## config.mk

```make
export PLATFORM = sky130hd
export DESIGN_NAME = gpio_irq_ctrl
export DESIGN_NICKNAME = d
export VERILOG_FILES = /design/src/rtl/gpio_irq_pkg.sv /design/src/rtl/gpio_in_sync.sv /design/src/rtl/gpio_trig_detect.sv /design/src/rtl/gpio_status.sv /design/src/rtl/gpio_irq_ctrl.sv
export SDC_FILE = /design/constraint.sdc
export NUM_CORES = 1
export LEC_CHECK = 0
export ABC_AREA = 1
export BUFFER_PORTS_ARGS = -buffer_cell sky130_fd_sc_hd__buf_4
export CAP_MARGIN = 0
export CORE_AREA = 2 2 145 147
export CTS_CLUSTER_DIAMETER = 150
export DETAILED_ROUTE_END_ITERATION = 6
export DIE_AREA = 0 0 147 149
export PLACE_DENSITY = 0.75
export SLEW_MARGIN = 20
export SYNTH_ARGS = -nofsm -noshare
export SYNTH_HDL_FRONTEND = slang
export SYNTH_SLANG_ARGS = --single-unit
```

## constraint.sdc

```tcl
create_clock -name clk -period 4 [get_ports clk]
set_clock_uncertainty 0.1 [all_clocks]
set_input_delay 1 -clock clk [delete_from_list [all_inputs] [get_ports clk]]
set_output_delay 1 -clock clk [all_outputs]
set_load 0.05 [all_outputs]
```

## src/rtl/gpio_irq_pkg.sv

```systemverilog
package gpio_irq_pkg;

  typedef enum logic [2:0] {
    TRIG_LVL_HI = 3'd0,
    TRIG_LVL_LO = 3'd1,
    TRIG_RISE   = 3'd2,
    TRIG_FALL   = 3'd3,
    TRIG_ANY    = 3'd4
  } trig_e;

  localparam int unsigned WRD_DOUT   = 0;
  localparam int unsigned WRD_DIR    = 1;
  localparam int unsigned WRD_PIN    = 2;
  localparam int unsigned WRD_STAT   = 3;
  localparam int unsigned WRD_STY0   = 4;
  localparam int unsigned WRD_CKSEL  = 6;
  localparam int unsigned WRD_DBSEL  = 7;

endpackage

```

## src/rtl/gpio_in_sync.sv

```systemverilog
module gpio_in_sync #(
  parameter int NUM_LINES = 16
) (
  input  logic                 clk,
  input  logic                 rst_n,
  input  logic [NUM_LINES-1:0] pad_i,
  output logic [NUM_LINES-1:0] cur_o,
  output logic [NUM_LINES-1:0] old_o
);

  logic [NUM_LINES-1:0] meta_q;
  logic [NUM_LINES-1:0] cur_q;
  logic [NUM_LINES-1:0] old_q;

  always_ff @(posedge clk or negedge rst_n) begin
    if (!rst_n) begin
      meta_q <= '0;
      cur_q  <= '0;
      old_q  <= '0;
    end else begin
      meta_q <= pad_i;
      cur_q  <= meta_q;
      old_q  <= cur_q;
    end
  end

  assign cur_o = cur_q;
  assign old_o = old_q;

endmodule

```

## src/rtl/gpio_trig_detect.sv

```systemverilog
module gpio_trig_detect
  import gpio_irq_pkg::*;
#(
  parameter int NUM_LINES = 16,
  parameter int STYLE_W   = 3
) (
  input  logic [NUM_LINES*STYLE_W-1:0] style_i,
  input  logic [NUM_LINES-1:0]         cur_i,
  input  logic [NUM_LINES-1:0]         old_i,
  output logic [NUM_LINES-1:0]         hit_o
);

  for (genvar n = 0; n < NUM_LINES; n++) begin : g_line
    logic [STYLE_W-1:0] code;
    logic               hit;

    assign code = style_i[n*STYLE_W +: STYLE_W];

    always_comb begin
      unique case (code)
        TRIG_LVL_HI: hit = cur_i[n];
        TRIG_LVL_LO: hit = ~cur_i[n];
        TRIG_RISE:   hit = cur_i[n] & ~old_i[n];
        TRIG_FALL:   hit = ~cur_i[n] & old_i[n];
        TRIG_ANY:    hit = cur_i[n] ^ old_i[n];
        default:     hit = 1'b0;
      endcase
    end

    always_comb begin
      if (hit && (code == TRIG_RISE || code == TRIG_FALL || code == TRIG_ANY)) begin
        AST_EDGE_NEEDS_CHANGE: assert (cur_i[n] != old_i[n]) else $error("edge hit without change");
      end
    end

    assign hit_o[n] = hit;
  end

endmodule

```

## src/rtl/gpio_status.sv

```systemverilog
module gpio_status #(
  parameter int NUM_LINES = 16
) (
  input  logic                 clk,
  input  logic                 rst_n,
  input  logic [NUM_LINES-1:0] set_i,
  input  logic [NUM_LINES-1:0] clr_i,
  output logic [NUM_LINES-1:0] stat_o
);

  logic [NUM_LINES-1:0] stat_q;

  always_ff @(posedge clk or negedge rst_n) begin
    if (!rst_n) stat_q <= '0;
    else        stat_q <= (stat_q & ~clr_i) | set_i;
  end

  assign stat_o = stat_q;

  AST_W1C_CLEAR: assert property (@(posedge clk) disable iff (!rst_n)
    ((clr_i & ~set_i) != '0) |=> ((stat_o & $past(clr_i & ~set_i)) == '0)) else $error("clear failed");
  AST_SET_WINS: assert property (@(posedge clk) disable iff (!rst_n)
    (set_i != '0) |=> ((stat_o & $past(set_i)) == $past(set_i))) else $error("set lost");
  AST_STAT_HOLD: assert property (@(posedge clk) disable iff (!rst_n)
    (set_i == '0 && clr_i == '0) |=> $stable(stat_o)) else $error("status drifted");

endmodule

```

## src/rtl/gpio_irq_ctrl.sv

```systemverilog
module gpio_irq_ctrl
  import gpio_irq_pkg::*;
#(
  parameter int NUM_LINES     = 16,
  parameter int NUM_IRQ       = 13,
  parameter int DATA_W        = 32,
  parameter int ADDR_W        = 3,
  parameter int STYLE_W       = 3,
  parameter int LINES_PER_STY = 8
) (
  input  logic              clk,
  input  logic              rst_n,
  input  logic              reg_we,
  input  logic              reg_re,
  input  logic [ADDR_W-1:0] reg_addr,
  input  logic [DATA_W-1:0] reg_wdata,
  output logic [DATA_W-1:0] reg_rdata,
  input  logic [NUM_LINES-1:0] pad_in,
  output logic [NUM_LINES-1:0] pad_out,
  output logic [NUM_LINES-1:0] pad_drive_en,
  output logic [NUM_IRQ-1:0]   irq_out
);

  localparam int STY_BITS = LINES_PER_STY * STYLE_W;
  localparam int NUM_STY  = NUM_LINES / LINES_PER_STY;
  localparam int PAD_W    = DATA_W - NUM_LINES;

  logic [NUM_LINES-1:0]         dout_q, dir_q;
  logic [DATA_W-1:0]            cksel_q, dbsel_q;
  logic [NUM_LINES*STYLE_W-1:0] style_flat;
  logic [NUM_LINES-1:0]         cur, old, hit, clr, stat;
  logic [DATA_W-1:0]            rd_mux;

  function automatic logic hit_addr(input logic [ADDR_W-1:0] a, input int unsigned w);
    return a == ADDR_W'(w);
  endfunction

  // Plain configuration words
  always_ff @(posedge clk or negedge rst_n) begin
    if (!rst_n) begin
      dout_q  <= '0;
      dir_q   <= '1;
      cksel_q <= '0;
      dbsel_q <= '0;
    end else if (reg_we) begin
      if (hit_addr(reg_addr, WRD_DOUT))  dout_q  <= reg_wdata[NUM_LINES-1:0];
      if (hit_addr(reg_addr, WRD_DIR))   dir_q   <= reg_wdata[NUM_LINES-1:0];
      if (hit_addr(reg_addr, WRD_CKSEL)) cksel_q <= reg_wdata;
      if (hit_addr(reg_addr, WRD_DBSEL)) dbsel_q <= reg_wdata;
    end
  end

  // Style words, one per group of lines
  for (genvar s = 0; s < NUM_STY; s++) begin : g_sty
    logic [STY_BITS-1:0] sty_q;
    always_ff @(posedge clk or negedge rst_n) begin
      if (!rst_n) sty_q <= '0;
      else if (reg_we && hit_addr(reg_addr, WRD_STY0 + s)) sty_q <= reg_wdata[STY_BITS-1:0];
    end
    assign style_flat[s*STY_BITS +: STY_BITS] = sty_q;
  end

  gpio_in_sync #(.NUM_LINES(NUM_LINES)) u_sync (
    .clk   (clk),
    .rst_n (rst_n),
    .pad_i (pad_in),
    .cur_o (cur),
    .old_o (old)
  );

  gpio_trig_detect #(.NUM_LINES(NUM_LINES), .STYLE_W(STYLE_W)) u_trig (
    .style_i (style_flat),
    .cur_i   (cur),
    .old_i   (old),
    .hit_o   (hit)
  );

  assign clr = (reg_we && hit_addr(reg_addr, WRD_STAT)) ? reg_wdata[NUM_LINES-1:0] : '0;

  gpio_status #(.NUM_LINES(NUM_LINES)) u_stat (
    .clk    (clk),
    .rst_n  (rst_n),
    .set_i  (hit),
    .clr_i  (clr),
    .stat_o (stat)
  );

  // Read path
  always_comb begin
    rd_mux = '0;
    if (hit_addr(reg_addr, WRD_DOUT))       rd_mux = {{PAD_W{1'b0}}, dout_q};
    else if (hit_addr(reg_addr, WRD_DIR))   rd_mux = {{PAD_W{1'b0}}, dir_q};
    else if (hit_addr(reg_addr, WRD_PIN))   rd_mux = {{PAD_W{1'b0}}, cur};
    else if (hit_addr(reg_addr, WRD_STAT))  rd_mux = {{PAD_W{1'b0}}, stat};
    else if (hit_addr(reg_addr, WRD_CKSEL)) rd_mux = cksel_q;
    else if (hit_addr(reg_addr, WRD_DBSEL)) rd_mux = dbsel_q;
    else begin
      for (int s = 0; s < NUM_STY; s++) begin
        if (hit_addr(reg_addr, WRD_STY0 + s)) rd_mux[STY_BITS-1:0] = style_flat[s*STY_BITS +: STY_BITS];
      end
    end
  end

  assign reg_rdata    = reg_re ? rd_mux : '0;
  assign pad_out      = dout_q;
  assign pad_drive_en = ~dir_q;
  assign irq_out      = stat[NUM_IRQ-1:0];

  AST_DIR_WRITE: assert property (@(posedge clk) disable iff (!rst_n)
    (reg_we && hit_addr(reg_addr, WRD_DIR)) |=> (pad_drive_en == ~$past(reg_wdata[NUM_LINES-1:0]))) else $error("direction");
  AST_STY_UPPER_ZERO: assert property (@(posedge clk) disable iff (!rst_n)
    (reg_re && (hit_addr(reg_addr, WRD_STY0) || hit_addr(reg_addr, WRD_STY0 + 1))) |-> (reg_rdata[DATA_W-1:STY_BITS] == '0)) else $error("style pad bits");
  AST_RD_IDLE_ZERO: assert property (@(posedge clk) disable iff (!rst_n)
    !reg_re |-> (reg_rdata == '0)) else $error("idle read");

endmodule

```

Word-level counts from Yosys, hierarchy flattened
Index checks and enable logic that the tools add are counted.
{ "totals": {"latch_bits": 0, "reg_bits": 208, "romBits": 0, "ram_bits": 0, "memories": 0} }
{ "op_classes": {"muxes": 27, "magnitude_cmp": 0, "addsub": 0, "eq_ne": 71, "multipliers": 0, "reduce_logical": 24, "div": 0, "bitwise": 84, "shifts": 0} }
{ "ops": {"columns": ["cell", "n"], "rows": [
  ["two-way mux 32 bit", 6],
  ["== test 3 x 2 -> 1 bit (second input constant)", 34],
  ["one-hot mux 1 bit (5 select lines)", 16],
  ["two-way mux 24 bit", 3],
  ["== test 3 bit (second input constant)", 20],
  ["== test 3 x 1 -> 1 bit (second input constant)", 17],
  ["logical NOT 3 bit", 17],
  ["bitwise AND 1 bit", 32],
  ["NOT 1 bit", 32],
  ["NOT 16 bit", 2],
  ["bitwise AND 16 bit", 1],
  ["two-way mux 16 bit", 1],
  ["OR 16 bit", 1],
  ["XOR 1 bit", 16],
  ["two-way mux 8 bit", 1],
  ["AND reduction 2 bit", 4],
  ["logical AND 1 bit", 3]
]} }

Logic depth before layout (Yosys ltp)
Gate-level depths: netlist of the first run.
{ "depth": {"word_depth": 10, "depth_mapped": 9} }

Modules after synthesis
Synthesis of the first run repeated with hierarchy kept, for this count alone.
{ "hier_totals": {"hier_cells": 1336, "hier_area_um2": 10606.4} }
{ "by_module_without_submodules": {"columns": ["module", "n_inst", "cells_each", "area_each_um2"], "rows": [
  ["gpio_irq_ctrl", 1, 874, 7108.1],
  ["gpio_trig_detect", 1, 334, 1656.6],
  ["gpio_in_sync", 1, 48, 1201.2],
  ["gpio_status", 1, 80, 640.6]
]} }

Least setup slack after synthesis of the first run
Ideal clock, no wire load.
{ "synth_path": {"path_kind": "in2out", "startpoint": "input port reg_addr[0]", "endpoint": "output port reg_rdata[22]", "arrival_ns": 2.393, "path_slack_ns": 0.507, "n_path_buf": 2, "stages": 8, "required_ns": 2.900, "path_cell_list": "buf_2 -> nand3_1 -> inv_2 -> buf_6 -> nand2_1 -> nand2_1 -> o22ai_1 -> nor2_1"} }
{ "synth_between": {"elab_chain_len": 10} }
{ "synth_lines": {"columns": ["element", "line", "text"], "rows": [
  ["start: declaration", "gpio_irq_ctrl.sv:15", "input logic [ADDR_W-1:0] reg_addr,"],
  ["== test 3 bit", "gpio_irq_ctrl.sv:35", "return a == ADDR_W'(w);"],
  ["two-way mux 24 bit (2 in series)", "gpio_irq_ctrl.sv:99", "if (hit_addr(reg_addr, WRD_STY0 + s)) rd_mux[STY_BITS-1:0] = style_flat[s*STY_BITS +: STY_BITS];"],
  ["two-way mux 24 bit", "gpio_irq_ctrl.sv:96", "else if (hit_addr(reg_addr, WRD_DBSEL)) rd_mux = dbsel_q;"],
  ["two-way mux 32 bit", "gpio_irq_ctrl.sv:95", "else if (hit_addr(reg_addr, WRD_CKSEL)) rd_mux = cksel_q;"],
  ["two-way mux 32 bit", "gpio_irq_ctrl.sv:94", "else if (hit_addr(reg_addr, WRD_STAT)) rd_mux = {{PAD_W{1'b0}}, stat};"],
  ["two-way mux 32 bit", "gpio_irq_ctrl.sv:93", "else if (hit_addr(reg_addr, WRD_PIN)) rd_mux = {{PAD_W{1'b0}}, cur};"],
  ["two-way mux 32 bit", "gpio_irq_ctrl.sv:92", "else if (hit_addr(reg_addr, WRD_DIR)) rd_mux = {{PAD_W{1'b0}}, dir_q};"],
  ["two-way mux 32 bit (*)", "gpio_irq_ctrl.sv:91", "if (hit_addr(reg_addr, WRD_DOUT)) rd_mux = {{PAD_W{1'b0}}, dout_q};"],
  ["two-way mux 32 bit (*)", "gpio_irq_ctrl.sv:104", "assign reg_rdata = reg_re ? rd_mux : '0;"],
  ["end: declaration", "gpio_irq_ctrl.sv:17", "output logic [DATA_W-1:0] reg_rdata,"]
]} }
Every way passes the cells marked *; elsewhere a longest branch is shown, timed or not.

Worst setup path in the final report of the first run
{ "layout_path": {"startpoint": "input port reg_addr[1]", "endpoint": "output port reg_rdata[16]"} }
Same word-level chain as after synthesis.

==> metrics.csv, run 1 <==
metric;value;unit
synth_area;0.0101;sq mm
overflow;0;
grt_pass1_vias;8287;
maxSlewViolCount;0;
drc;0;
cts_tree;yes;
pwr_density_cell;519;mW/mm^2
synth_adder_area_share;0.0398;
use_met2;0.404;
leakagePower;6.04;nW
top_usage_layer;met2;
hold_violations;0;
die_area;0.0219;sq mm
wl_per_cell;16.7;microns
critPathMaxStageDelay;350;ps
period_minus_slack;3660;ps
clk_latency;520;ps
port_buffers;131;
critPathLaunch;reg_addr[1];
fin_util;0.583;
avgSynthCellArea;8.56;sq um
fin_crit_sh;0.914;
clk_path_buf_depth;3;
cts_hold_buf;0;
post_cts_buffers;0;
rows;53;
yosysWarningCount;0;
antenna_found_initial;0;
tightest_slew;706;ps
crit_path_start_kind;input pin;
max_cap_viol_count;0;
setup_viol;0;
area_growth_syn_to_layout;19.0;%
run_status;completed;
yosysMostFrequentCell;nand2_1;
clk_pin_slew;60;ps
synth_top_family_by_area;simple AND/OR/NAND/NOR gates;
synth_largest_area_cell;dfrtp_1;
drive_gt1_frac;0.179;
worst_slew_margin_rel;0.527;
root_buffer;clkbuf_16;
async_flop_share;1.00;
synth_ff_type;dfrtp_1;
worstPathArrival;2560;ps
synth_compound_area_frac;0.154;
crit_chain;buf_4, inv_2, nand3_2, o22ai_1, o22ai_1, nor2_1, buf_4;
fillers;1828;
gp_congestion;0.819;
synthMuxAreaShare;0;
rr_startpoint;u_sync.cur_o[0]$_DFF_PN0_;
synth_area_leaders;dfrtp_1, nand2_1, o21ai_0, inv_1, dfstp_2;
numCtsBuffers;23;
synth-xor-area-share;0.00696;
fin_setup_tns;0;ps
critPathKind;in2out;
cts_sinks;208;
wl;26300;microns
cp_max_fo;20;
final_net_count;1373;
initial_core_util;0.489;
cts_htree_levels;1;
detail-route-antenna-nets;0;
yosysSeqAreaShare;0.519;
synth_common_cells;nand2_1, dfrtp_1, inv_1;
grt_max_degree;76;
hp-start;u_sync.meta_q[6]$_DFF_PN0_;
synth-seq-cells;208;
via_per_inst;5.41;
cp_slowest_cell;inv_2;
drt_iter0_drc;684;
syn_inst;1176;
endpoint_kind;output port;
use_met1;0.328;
synth_cell_types;30;
num_io_pins;132;
rsz0062_at_grt;no;
max_freq;273;MHz
post_cts_resized;0;
synth_top_area_share;0.477;
grt.total_usage;0.244;
coreArea;0.0206;sq mm
critPathRequiredTime;2900;ps
grt_first_pass_wirelength;43000;microns
synth_nets;1263;
die_h;149;microns
diodes;0;
synth-simple-area-share;0.182;
vias;8539;
stdcell_area;0.0120;sq mm
dp_hpwl;17600;microns
post_dp_cell_area;0.0112;sq mm
die_x;147;microns
ir_worst_vdd;0.282;mV
worstHoldPathType;reg2reg;
firstDrtPassIters;5;
use_met3;0.0428;
synth_edf_count;0;
## area by class of cell
type | instances | area (sq um) | share of cell area
Clock inverter | 8 | 144 | 0.0120
Multi-Input combinational cell | 740 | 3850 | 0.321
Inverter | 157 | 589 | 0.0492
Timing Repair Buffer | 156 | 1200 | 0.100
Tap cell | 275 | 344 | 0.0287
Sequential cell | 208 | 5230 | 0.436
Clock buffer | 34 | 627 | 0.0523
## critical path: cells and delay by family
kind	cells	cell delay [ps]
buffers and inverters	3	720
AOI/OAI and AO/OA	2	410
and+or+nand+nor	2	420
## power by group
part	leakage [nW]	internal [mW]	switching, mW
sequential	2.48	2.44	0.269
clock	0.375	1.34	0.850
combinational	3.19	0.446	0.868
total	6.04	4.23	1.99
## cell families (layout without fill, tap and decap cells)
group | Yosys count | in the layout
xor gates and xnor gates | 8 | 8
DFF | 208 | 208
and+or+nand+nor | 410 | 410
adders and majority gates | 32 | 32
AOI/OAI and AO/OA | 290 | 290
buffers and inverters | 228 | 355
## through the flow
step | cells | worst slack [ps] | power (mW) | hold WS (ps)
after floorplan | 1176 | 507 | 3.60 | 231
after global placement | 1536 | 418 | 4.00 | 233
after detailed placement | 1536 | 381 | 4.05 | 235
after CTS | 1578 | 366 | 6.25 | 246
after global routing | 1578 | 246 | 6.53 | 250
final | 1578 | 343 | 6.22 | 247
## worst paths after layout
kind / slack, ps / end / depth (start not counted)
setup / recovery: 340 / reg_rdata[16] / 7
hold / removal: 250 / u_sync.cur_o[6]$_DFF_PN0_ / 0
setup reg to reg: 2670 / u_stat.stat_o[0]$_DFF_PN0_ / 5
hold reg to reg: 250 / u_sync.cur_o[6]$_DFF_PN0_ / 0
max in group asynchronous: 2460 / dir_q[15]$_DFFE_PN1P_ / 2
min in group asynchronous: 410 / u_sync.cur_o[9]$_DFF_PN0_ / 1
## registers in the layout (all words and copies together), names as in the netlist
name,cells
u_sync.cur_o,16
u_stat.stat_o,16
g_sty.sty_q,48
cksel_q,32
pad_out,16
dir_q,16
dbsel_q,32
u_sync.old_o,16
u_sync.meta_q,16
## layout by cell type, fill, tap and decap left out, types with 2 or more instances in the layout
master,count
clkinv_2,3
o21ai_1,79
nand3_1,31
o21ai_0,138
a22oi_1,8
o22ai_1,28
xnor2_1,8
buf_12,2
or2_0,3
nand3_2,2
inv_2,5
clkbuf_16,23
clkbuf_8,2
nor2_1,41
bufinv_16,4
buf_4,153
nand4_1,49
dfstp_2,16
dfrtp_1,192
nor3_4,4
or2_2,13
a21oi_1,21
clkbuf_1,10
nand2_1,261
inv_1,152
o211ai_1,15
nand2_2,3
ha_1,32
## layer usage
metal  wire length (microns)  up-vias
li1                        -     4074
met1                   11200     4084
met2                   12600      323
met3                    1720       58
met4                     820        0
met5                       0        -
Power figures use the tool's default switching activity.
==> run 2, diff against run 1 <==
- CORE_AREA: 2 2 145 147 -> 2 2 133 135
- DIE_AREA: 0 0 147 149 -> 0 0 135 137
- GPL_TIMING_DRIVEN: not set -> 0
- PLACE_DENSITY: 0.75 -> 0.86
==> metrics.csv, run 2 (synthesis gave the netlist of run 1 again) <==
metric;value;unit;change
run_status;completed;;
antenna_found_initial;0;;unchanged
area_growth_syn_to_layout;20.8;%;
dp_slack;213;ps;-168 ps
top_register;g_sty.sty_q;;
holdWs;210;ps;-37.1 ps
top_regs;g_sty.sty_q (48), cksel_q (32), dbsel_q (32);;
post_cts_resized;0;;unchanged
worst_slew_margin_rel;0.491;;-0.0368
maxSlewViolCount;0;;unchanged
vias;9229;;+8.1%
firstDrtPassIters;6;;+1
cts_tree;yes;;
crit_chain;buf_4, nor3_4, inv_2, clkbuf_1, o21ai_0, inv_1, nand2_1, inv_1, buf_4;;
initial_core_util;0.590;;+0.100
wl;29900;microns;+14%
max_cap_viol_count;0;;unchanged
fin_setup_tns;0;ps;unchanged
cp_max_fo;10;;-50%
largest_reg_flops;48;;unchanged
clk_path_buf_depth;3;;unchanged
port_buffers;130;;-0.76%
drive_gt1_frac;0.196;;+0.0172
max_freq;254;MHz;-7.2%
r2r_slack;2590;ps;-80 ps
via_per_inst;5.87;;+8.5%
p_total;6.28;mW;+0.94%
dp_hpwl;20000;microns;+14%
detail-route-antenna-nets;0;;unchanged
grt_max_degree;103;;+36%
critPathLaunch;reg_addr[0];;
grt.total_usage;0.329;;+0.0857
tightest_slew;764;ps;+57.7 ps
cp_slowest_cell;nor3_4;;
leakagePower;6.16;nW;+1.9%
rr_worst_depth;6;;+1
pwr_density_cell;516;mW/mm^2;-0.51%
hold_violations;0;;unchanged
p_int;4.22;mW;-0.17%
cts_hold_buf;0;;unchanged
root_buffer;clkbuf_16;;
clk_pin_slew;60;ps;about the same
cts_sinks;208;;unchanged
cp.depth;9;;+2
critPathMaxStageDelay;460;ps;+110 ps
numCtsBuffers;22;;-4.3%
grt_first_pass_wirelength;47000;microns;+9.2%
comb_power_share;0.219;;+0.008
fillers;1303;;-29%
cp_num_buf_inv;6;;+3
die_area;0.0185;sq mm;-16%
crit_end;reg_rdata[6];;
final_cell_mix;nand2_1, dfrtp_1, inv_1;;
die_h;137;microns;-8.1%
gp_congestion;0.978;;+19%
worstHoldPathType;in2async;;
diodes;0;;unchanged
drt_iter0_drc;934;;+37%
num_io_pins;132;;unchanged
critPathRequiredTime;2900;ps;about the same
overflow;0;;unchanged
die_x;135;microns;-8.2%
seqPwrFrac;0.435;;about the same
power_frac_clock;0.347;;-0.006
path_delay_family;buffers and inverters;;
r2r_end;u_stat.stat_o[5]$_DFF_PN0_;;
rsz0062_at_grt;no;;
clk_latency;520;ps;about the same
critPathKind;in2out;;
drc;0;;unchanged
mostFrequentLayoutCell;nand2_1;;
setup_viol;0;;unchanged
p_sw;2.05;mW;+3.3%
endpoint_kind;output port;;
post_cts_buffers;0;;unchanged
p_sw_frac;0.327;;+0.00748
rows;48;;-9.4%
coreArea;0.0171;sq mm;-17%
wl_per_cell;19.0;microns;+14%
period_minus_slack;3940;ps;+283 ps
setup_slack;59.7;ps;-283 ps
worstPathArrival;2840;ps;+280 ps
rr_startpoint;u_sync.cur_o[5]$_DFF_PN0_;;
cts_htree_levels;1;;unchanged
ir_worst_vdd;0.421;mV;+49%
fin_crit_sh;0.985;;+0.0708
final_net_count;1419;;+3.4%
crit_path_start_kind;input pin;;
grt_pass1_vias;9141;;+10%
run 2: worst reg2reg max path, stage by stage, from the launching register on:
cell      delay [ps]
dfrtp_1          490
inv_1             90
ha_1             220
o21ai_0          150
o21ai_0          100
nand2_1           70
o211ai_1          80
run 2: how the worst min path moves through the flow:
stage | startpoint | to | slack (ps) | depth (start not counted)
floorplan | u_sync.meta_q[0]$_DFF_PN0_ | u_sync.cur_o[0]$_DFF_PN0_ | 230 | 0
global placement | u_sync.meta_q[14]$_DFF_PN0_ | u_sync.cur_o[14]$_DFF_PN0_ | 230 | 0
detailed placement | u_sync.meta_q[12]$_DFF_PN0_ | u_sync.cur_o[12]$_DFF_PN0_ | 230 | 0
CTS | rst_n | u_stat.stat_o[9]$_DFF_PN0_ | 210 | 1
global route | rst_n | u_stat.stat_o[9]$_DFF_PN0_ | 230 | 1
finish | rst_n | u_stat.stat_o[9]$_DFF_PN0_ | 210 | 1
run 2: cell type report:
| type | instances | area, sq um | area share |
|---|---|---|---|
| Sequential cell | 208 | 5230 | 0.430 |
| Multi-Input combinational cell | 740 | 3850 | 0.316 |
| Timing Repair Buffer | 132 | 1040 | 0.0855 |
| Clock buffer | 31 | 644 | 0.0530 |
| Inverter | 157 | 589 | 0.0485 |
| Buffer | 71 | 402 | 0.0330 |
| Tap cell | 225 | 282 | 0.0232 |
| Clock inverter | 8 | 126 | 0.0104 |
run 2: power by group through the flow:
stage / combinational, mW / sequential, mW / clock, mW
final: 1.37 / 2.73 / 2.18
after global placement: 1.30 / 2.72 / 0
after global routing: 1.50 / 2.76 / 2.26
after floorplan: 0.832 / 2.76 / 0
after CTS: 1.37 / 2.71 / 2.17
after detailed placement: 1.35 / 2.74 / 0
run 2: stage by stage:
stage	util	instance area (sq um)	cells
2_1_floorplan	-	10100	1176
4_1_cts	0.713	12200	1572
3_5_place_dp	0.667	11400	1533
5_1_grt	0.713	12200	1572
6_report	0.713	12200	1572
3_3_place_gp	0.664	11300	1531
run 2: per-layer routing:
metal / part of all wire / wire (microns) / track usage
met2: 0.46 / 13800 / 0.521
met4: 0.049 / 1460 / 0.172
met5: 0 / 0 / 0
met3: 0.12 / 3490 / 0.0796
met1: 0.37 / 11200 / 0.425
